File: src/rtl/pgen_pkg.sv
package pgen_pkg;
  localparam int MAX_PAT = 32;
  typedef logic [MAX_PAT-1:0] patVec_t;

  typedef struct packed {
    logic loadSeed;
    logic fbBit;
  } ctlStrobe_t;

  // Cyclic window of width w starting at phase a of a pattern of period per.
  function automatic patVec_t window(patVec_t pat, int per, int a, int w);
    patVec_t v;
    v = '0;
    for (int k = 0; k < w; k++) v[k] = pat[(a + k) % per];
    return v;
  endfunction

  // Shortest period that divides len and reproduces the whole pattern.
  function automatic int basePeriod(patVec_t pat, int len);
    for (int per = 1; per <= len; per++) begin
      if (len % per == 0) begin
        bit same;
        same = 1'b1;
        for (int i = 0; i < len; i++)
          if (pat[i] != pat[(i + per) % len]) same = 1'b0;
        if (same) return per;
      end
    end
    return len;
  endfunction

  // Smallest register width at which all cyclic windows differ.
  function automatic int winWidth(patVec_t pat, int per);
    for (int w = 1; w <= per; w++) begin
      bit distinct;
      distinct = 1'b1;
      for (int a = 0; a < per; a++)
        for (int b = a + 1; b < per; b++)
          if (window(pat, per, a, w) == window(pat, per, b, w)) distinct = 1'b0;
      if (distinct) return w;
    end
    return per;
  endfunction
endpackage

File: src/rtl/psg_feedback_ctl.sv
module psg_feedback_ctl #(
  parameter int REG_W = 4,
  parameter int PERIOD = 9,
  parameter pgen_pkg::patVec_t PAT = pgen_pkg::patVec_t'(9'b010000110)
) (
  input  logic                   rst,
  input  logic [REG_W-1:0]       stateQ,
  output pgen_pkg::ctlStrobe_t   strobe
);
  localparam int STATES = 1 << REG_W;

  // For each state, find the cycle state sharing the longest run of top
  // bits with it and feed that state's next pattern bit. The matched run
  // then grows by one every clock, so the cycle is reached within REG_W
  // clocks. All-zeros and all-ones outside the cycle get fixed escape bits.
  function automatic logic [STATES-1:0] buildTable();
    logic [STATES-1:0] tbl;
    tbl = '0;
    for (int s = 0; s < STATES; s++) begin
      int best;
      logic fb;
      best = -1;
      fb = 1'b0;
      for (int t = 0; t < PERIOD; t++) begin
        pgen_pkg::patVec_t cs;
        int m;
        bit run;
        cs = pgen_pkg::window(PAT, PERIOD, t, REG_W);
        m = 0;
        run = 1'b1;
        for (int k = REG_W - 1; k >= 0; k--) begin
          if (run && (s[k] == cs[k])) m++;
          else run = 1'b0;
        end
        if (m > best) begin
          best = m;
          fb = PAT[(t + REG_W) % PERIOD];
        end
      end
      if (best < REG_W && s == 0) fb = 1'b1;
      else if (best < REG_W && s == STATES - 1) fb = 1'b0;
      tbl[s] = fb;
    end
    return tbl;
  endfunction

  localparam logic [STATES-1:0] FB_TABLE = buildTable();

  always_comb begin
    strobe.loadSeed = rst;
    strobe.fbBit    = FB_TABLE[stateQ];
  end
endmodule

File: src/rtl/psg_shift_path.sv
module psg_shift_path #(
  parameter int REG_W = 4,
  parameter logic [REG_W-1:0] SEED = '0
) (
  input  logic                 clk,
  input  pgen_pkg::ctlStrobe_t strobe,
  output logic [REG_W-1:0]     stateQ
);
  logic [REG_W-1:0] nextState;

  generate
    if (REG_W == 1) begin : g_single
      always_comb nextState = strobe.fbBit;
    end else begin : g_multi
      always_comb nextState = {strobe.fbBit, stateQ[REG_W-1:1]};
    end
  endgenerate

  always_ff @(posedge clk) begin
    if (strobe.loadSeed) stateQ <= SEED;
    else                 stateQ <= nextState;
  end
endmodule

File: src/rtl/selfstart_pattern_gen.sv
module selfstart_pattern_gen #(
  parameter int PAT_LEN = 9,
  parameter logic [PAT_LEN-1:0] PATTERN = 9'b010000110,
  localparam int PERIOD = pgen_pkg::basePeriod(pgen_pkg::patVec_t'(PATTERN), PAT_LEN),
  localparam int REG_W = pgen_pkg::winWidth(pgen_pkg::patVec_t'(PATTERN), PERIOD)
) (
  input  logic             clk,
  input  logic             rst,
  output logic             serOut,
  output logic [REG_W-1:0] stateOut
);
  localparam pgen_pkg::patVec_t PAT_EXT = pgen_pkg::patVec_t'(PATTERN);
  localparam logic [REG_W-1:0] SEED = REG_W'(pgen_pkg::window(PAT_EXT, PERIOD, 0, REG_W));

  pgen_pkg::ctlStrobe_t strobe;
  logic [REG_W-1:0]     stateQ;

  psg_feedback_ctl #(.REG_W(REG_W), .PERIOD(PERIOD), .PAT(PAT_EXT)) uCtl (
    .rst(rst), .stateQ(stateQ), .strobe(strobe)
  );

  psg_shift_path #(.REG_W(REG_W), .SEED(SEED)) uPath (
    .clk(clk), .strobe(strobe), .stateQ(stateQ)
  );

  assign serOut   = stateQ[0];
  assign stateOut = stateQ;
endmodule

File: config.mk
export PLATFORM = sky130hd
export DESIGN_NAME = selfstart_pattern_gen
export DESIGN_NICKNAME = d
export VERILOG_FILES = /design/src/rtl/pgen_pkg.sv /design/src/rtl/psg_feedback_ctl.sv /design/src/rtl/psg_shift_path.sv /design/src/rtl/selfstart_pattern_gen.sv
export SDC_FILE = /design/constraint.sdc
export NUM_CORES = 1
export LEC_CHECK = 0
export ABC_AREA = 1
export CAP_MARGIN = 20
export CORE_AREA = 8 8 45 47
export DETAILED_ROUTE_END_ITERATION = 8
export DIE_AREA = 0 0 53 55
export SLEW_MARGIN = 20
export SYNTH_ARGS = -nofsm -noshare
export SYNTH_HDL_FRONTEND = slang
export SYNTH_SLANG_ARGS = --single-unit
File: constraint.sdc
create_clock -name clk -period 1 [get_ports clk]
set_clock_uncertainty 0.15 [all_clocks]
set_input_delay 0.1 -clock clk [delete_from_list [all_inputs] [get_ports clk]]
set_output_delay 0.1 -clock clk [all_outputs]
set_load 0.05 [all_outputs]
# Yosys cells after proc, flatten, opt, wreduce, memory -nomap -nowiden
# Memory sizes are Yosys's and may differ from the RTL's. A register that Yosys moved wholly into a read port is not among the register bits.
# Cells that the tools add are included.
# totals
romBits	16
memories	1
word_cells	4
out_inout_bits	5
in_bits	2
register_bits	4
# classes
mux	1
n_lt_le_gt_ge	1
# mem_list
name	depth	word_bits	rd	rd_ports_with_merged_regs	wr	line	source
(no name shown)	16	1	1	1	0	psg_feedback_ctl.sv:51	strobe.fbBit = FB_TABLE[stateQ];
# op_table
op	count
$lt 4x5->1 const B	1
$mux 1	1

# Depth between registers and ports, before layout
# Gate-level depths: netlist of run 1.
# depth
depth_word	2
mapped_depth	4
depth_no_buf	4

# Hierarchy
# From an unflattened synthesis of run 1, not the netlist that was laid out.
# unflattened
cells_unflattened	22
hier_area_um2	156.4
# modules_own_cells
module	cells_each	seq_area_each_um2	n_inst	area_each_um2
psg_shift_path	13	80.1	1	113.9
psg_feedback_ctl	8	0.0	1	35.0
selfstart_pattern_gen	1	0.0	1	7.5

# Worst setup path before layout of run 1
# Ideal clock, no wire load.
# synth_path
path_type	reg-to-output
startpoint	register uPath.stateQ[0]
endpoint	output port stateOut[0]
n_path_buf	1
arrival_time_ps	932
path_stages_with_launch	2
slack_ps	-182
cell_sequence	dfxtp_1 -> buf_4
# synth_rtl
item	line	source
start: declaration	psg_shift_path.sv:7	output logic [REG_W-1:0] stateQ
start signal: assignment	psg_shift_path.sv:21	else stateQ <= nextState;
end: declaration	selfstart_pattern_gen.sv:10	output logic [REG_W-1:0] stateOut
# No word-level cell between the ends.

# Final worst setup path of run 1
# layout_path
startpoint	register uPath.stateQ[0]
endpoint	output port stateOut[0]
# No word-level cell between the ends.

==> results of run 1 <==
==> final timing paths <==
check | startpoint | to
worst min register to register | uPath.stateQ[1] | uPath.stateQ[0]
worst min-delay path | uPath.stateQ[1] | uPath.stateQ[0]
worst max register to register | uPath.stateQ[2] | uPath.stateQ[3]
worst max-delay path | uPath.stateQ[0] | stateOut[0]
==> cell families after synthesis <==
kind of cell / share of synthesized area
AOI/OAI and AO/OA: 0.0381
and+or+nand+nor: 0.210
DFF: 0.610
buffers and inverters: 0.143
==> layout by cell type, fill, tap and decap left out <==
cell	count
inv_1	3
dfxtp_4	2
a21oi_1	1
nor2_1	2
buf_4	1
or2_2	1
nor2_2	1
nand2_1	2
buf_12	5
clkdlybuf4s50_1	1
dfxtp_2	2
clkbuf_4	3
==> per-layer routing <==
metal / GRT usage / wire (microns)
met5: 0 / 0
met4: 0.0905 / 19
met3: 0.0134 / 54
met2: 0.0391 / 160
met1: 0.0182 / 87
==> cell type report <==
type | instances | area [sq um] | share of cell area
Clock buffer | 3 | 22.5 | 0.0766
Inverter | 3 | 11.3 | 0.0383
Multi-Input combinational cell | 7 | 32.5 | 0.111
Sequential cell | 4 | 90.1 | 0.306
Tap cell | 16 | 20.0 | 0.0681
Timing Repair Buffer | 7 | 118 | 0.400
==> cell usage after synthesis, drive strengths merged <==
| master | instances | area share |
|---|---|---|
| dfxtp | 4 | 0.61 |
| inv | 3 | 0.086 |
| nor2 | 3 | 0.10 |
| nand2 | 2 | 0.057 |
| a21oi | 1 | 0.038 |
| buf | 1 | 0.057 |
| or2 | 1 | 0.048 |
==> where the power goes <==
part	internal, W	total (W)	switching [W]
Clock	0.000134	0.000196	0.0000622
Sequential	0.000172	0.000186	0.0000141
Combinational	0.0000639	0.000128	0.0000642
Total	0.000369	0.000510	0.000140
==> per-stage QoR <==
step / worst slack (ns) / hold slack, ns / total power (W) / instances
6_report: 0.00581 / 0.322 / 0.000510 / 40
5_1_grt: -0.0287 / 0.327 / 0.000554 / 40
4_1_cts: -0.00665 / 0.322 / 0.000525 / 39
3_5_place_dp: -0.118 / 0.309 / 0.000315 / 36
3_3_place_gp: -0.118 / 0.309 / 0.000314 / 36
2_1_floorplan: 0.0106 / 0.0150 / 0.000248 / 15
==> worst reg2reg max path, cell delays in order, from the launching register on <==
cell and delay, ns:
dfxtp_2 0.32, buf_4 0.13, nor2_2 0.10, nand2_1 0.06
nor2_1 0.09
==> what timing repair did <==
action,in CTS,in global routing
gates resized for setup,1,1
buffers inserted,0,1
endpoints found under the hold margin,0,0
setup endpoints to repair,2,4
==> results.toml, run 1 <==
[drt]
drt-total-wl_microns = 322
via_per_inst = 3.15
wl_per_cell_microns = 8.05
firstDrtPassIters = 1
drc_errors = 0
drt_iter0_drc = 0
vias = 126
ant_nets = 0

[run_status]
status = "finished clean"

[sta]
rsz0062_at_grt = "true"
fin_setup_tns_ns = 0
maxSlewViolCount = 0
setup_viol = 0
post-route-period-util = 0.994
min_period_ns = 0.994
max_freq_mhz = 1010
tightest_slew_ns = 0.129
hold_violations = 0
maxSlewHeadroom = 0.914

[layout]
syn_to_final_growth_pct = 124
top_register = "uPath.stateQ"
fin_area_sq_um = 294
reg_top3 = "uPath.stateQ: 4 flops"
final_util = 0.212
fill_cells = 151
nets = 28
layout-drive-gt1-share = 0.625
n_antenna_cell = 0
largest_reg_flops = 4

[clock_tree]
clock_sinks = 4
cts_root_buf = "clkbuf_4"
cts_tree = "done"
cts_hold_buffers = 0
path_clk_slew_ns = 0.04
h-tree-depth = 1
clockBufferDepth = 2
clkLatencyLatePin_ns = 0.23
cts_made_buffers = 3

[setup_path]
slowest_delay_ns = 0.37
crit_type = "flip-flop to output port"
critPathRequiredTime_ns = 0.75
path_depth = 1
reg2reg_slack_ns = 0.09
crit_buf_inv = 1
crit_path_start_kind = "flip-flop"
cp_top_family = "flip-flops"
reg2reg_depth = 4
worstSetupEndpointType = "output port"
cp_max_fo = 4
crit_chain = "buf_12"
cp_data_arrival_time_ns = 0.74
crit_path_top_delay_cell = "dfxtp_4"

[yosys]
synth_fp_nets = 17
synthesis.area_sq_um = 131
ys_seq_area_frac = 0.610
yosysWarnings = 0
syn_avg_cell_area_sq_um = 8.76
synth-seq-cells = 4
netlist_instances = 15
yosysUniqueCellTypes = 8

[floorplan]
rows = 14
chipHeight_microns = 55
coreArea_sq_mm = 0.00138
pin_count = 7
start_util = 0.0949
dieWidth_microns = 53
dieArea_sq_mm = 0.00292

[placement]
io_buffers = 6
place.gp.congestion = 0.556
hpwl_microns = 230
placed_area_sq_um = 259

[power]
power_leakage_nw = 0.131
vdd_drop_max_uv = 349
power.density_mw_per_mm2 = 1730

[global_route]
grt_max_degree = 5
grt_pass1_wl_microns = 531
track_usage = 0.0317
grt_overflow_total = 0
grt_pass1_vias = 140
antenna_found_initial = 0

[min_path]
hp-class = "flip-flop to flip-flop"
min_path_cells = 2

[run]
drv_cap = 0
Power figures use the tool's default switching activity.
==> run 2, diff against run 1 <==
--- a/config.mk
+++ b/config.mk
@@ -8,6 +8,7 @@
 export ABC_AREA = 1
 export CAP_MARGIN = 20
 export CORE_AREA = 8 8 45 47
+export CTS_CLUSTER_SIZE = 30
 export DETAILED_ROUTE_END_ITERATION = 8
 export DIE_AREA = 0 0 53 55
 export SLEW_MARGIN = 20
==> constraint.sdc (replaced) <==
create_clock -name clk -period 0.8 [get_ports clk]
set_clock_uncertainty 0.15 [all_clocks]
set_input_delay 0.08 -clock clk [delete_from_list [all_inputs] [get_ports clk]]
set_output_delay 0.08 -clock clk [all_outputs]
set_load 0.05 [all_outputs]
==> run 2 against run 1 <==
Compared with the run above:
- the run now ends with hold timing, setup timing left
- clock power is 21% higher
- setup slack worse by 0.17 ns
- non-clock buffer count is 2 higher
- via count grew 7.9%
- largest power group unchanged
==> results.toml, run 2 (synthesis results as in run 1) <==
[run_status]
status = "complete, but fails checks"
violations = "hold timing, setup timing"

[floorplan]
coreArea_sq_mm = 0.00138
pin_count = 7
dieWidth_microns = 53
chipHeight_microns = 55
dieArea_sq_mm = 0.00292
start_util = 0.0949
rows = 14

[layout]
syn_to_final_growth_pct = 159
reg_top3 = "uPath.stateQ: 4 flops"
multi_input_area_sq_um = 43.8
seqCellArea_sq_um = 95.1
nets = 30
final_common_cell = "buf_12"
layout-drive-gt1-share = 0.846
final_cell_mix = "buf_12 (5), dfxtp_4 (4), clkbuf_4 (3)"
largest_reg_flops = 4
n_antenna_cell = 0
top_register = "uPath.stateQ"
layoutNonFillerInstCount = 42
fill_cells = 148

[sta]
maxSlewViolCount = 0
max_freq_mhz = 1040
tightest_slew_ns = 0.157
hold-worst-slack_ns = -0.0541
maxSlewHeadroom = 0.895
rsz0062_at_grt = "true"
min_period_ns = 0.961
worst_slack_ns = -0.161
hold_violations = 2
setup_viol = 7
post-route-period-util = 1.20

[setup_path]
crit_path_start = "uPath.stateQ[0]"
crit_buf_inv = 1
cp_max_fo = 3
crit_path_top_delay_cell = "dfxtp_4"
critPathRequiredTime_ns = 0.57
slowest_delay_ns = 0.37
crit_path_start_kind = "flip-flop"
crit_type = "flip-flop to output port"
cp_data_arrival_time_ns = 0.73
crit-reg2reg-launch = "uPath.stateQ[0]"
crit_chain = "buf_12"
worstSetupEndpointType = "output port"
cp_top_family = "flip-flops"

[placement]
hpwl_microns = 244
place.gp.congestion = 0.633
pre_cts_ws_ns = -0.270
io_buffers = 6
dp_cells = 36

[drt]
ant_nets = 0
wl_per_cell_microns = 7.55
vias = 136
drc_errors = 0
drt-total-wl_microns = 317
firstDrtPassIters = 1
via_per_inst = 3.24
drt_iter0_drc = 0

[min_path]
min_from = "rst"
hp-class = "input pin to flip-flop"

[clock_tree]
cts_tree = "done"
cts_made_buffers = 3
cts_root_buf = "clkbuf_4"
clkLatencyLatePin_ns = 0.23
clockBufferDepth = 2
path_clk_slew_ns = 0.03
clock_sinks = 4
cts_hold_buffers = 0
h-tree-depth = 1

[run]
drv_cap = 0

[global_route]
grt_pass1_wl_microns = 476
grt_max_degree = 4
track_usage = 0.0300
antenna_found_initial = 0
grt_overflow_total = 0
grt_pass1_vias = 129

[power]
power_leakage_nw = 0.152
vdd_drop_max_uv = 475
power.density_mw_per_mm2 = 1920
-- run 2: changes by cell type in the layout (fill, tap and decap cells not counted), sizes merged --
cell,previous run,this run
clkdlybuf4s50,1,0
buf,6,8
dlymetal6s2s,0,1
-- run 2: area by class of cell --
| cell class | instances | share of cell area |
|---|---|---|
| timing repair buffer | 9 | 0.419 |
| sequential | 4 | 0.279 |
| multi-input combinational | 7 | 0.129 |
| clock buffer | 3 | 0.0662 |
| tap | 16 | 0.0588 |
| inverter | 3 | 0.0478 |
-- run 2: where the power goes --
group	switching [W]	leakage [nW]	internal, W
sequential	0.0000184	0.0349	0.000211
clock	0.0000706	0.0138	0.000167
combinational	0.0000890	0.103	0.0000959
-- run 2: what timing repair did --
action / in CTS / in global routing
setup buffers: 2 / 1
gates cloned: 0 / 0
hold endpoints to repair: 0 / 1
gates resized for setup: 2 / 6
pin swaps: 0 / 1
setup endpoints to repair: 7 / 8
-- run 2: routing by layer --
layer,share of wire,vias up,GRT usage
met5,0,-,0
met4,0.069,0,0.0905
met3,0.14,2,0.0187
met2,0.50,6,0.0332
met1,0.29,60,0.0152
li1,-,68,-
-- run 2: final timing paths --
check                                       end  slack, ns  cells past startpoint
worst min-delay path            uPath.stateQ[0]      -0.05                      2
worst max register to register  uPath.stateQ[3]      -0.10                      3
worst min register to register  uPath.stateQ[1]       0.31                      2
worst max-delay path                stateOut[0]      -0.16                      1
-- run 2: per-stage QoR --
stage               power (W)  utilization  hold WS [ns]  setup TNS, ns  instance area [sq um]
floorplan            0.000308            -      -0.00779         -0.242                    149
global placement     0.000391        0.196         0.302         -0.852                    272
detailed placement   0.000392        0.196         0.303         -0.854                    272
CTS                  0.000660        0.229         0.296         -0.976                    317
global route         0.000687        0.246       -0.0490          -1.03                    340
finish               0.000652        0.246       -0.0541         -0.886                    340
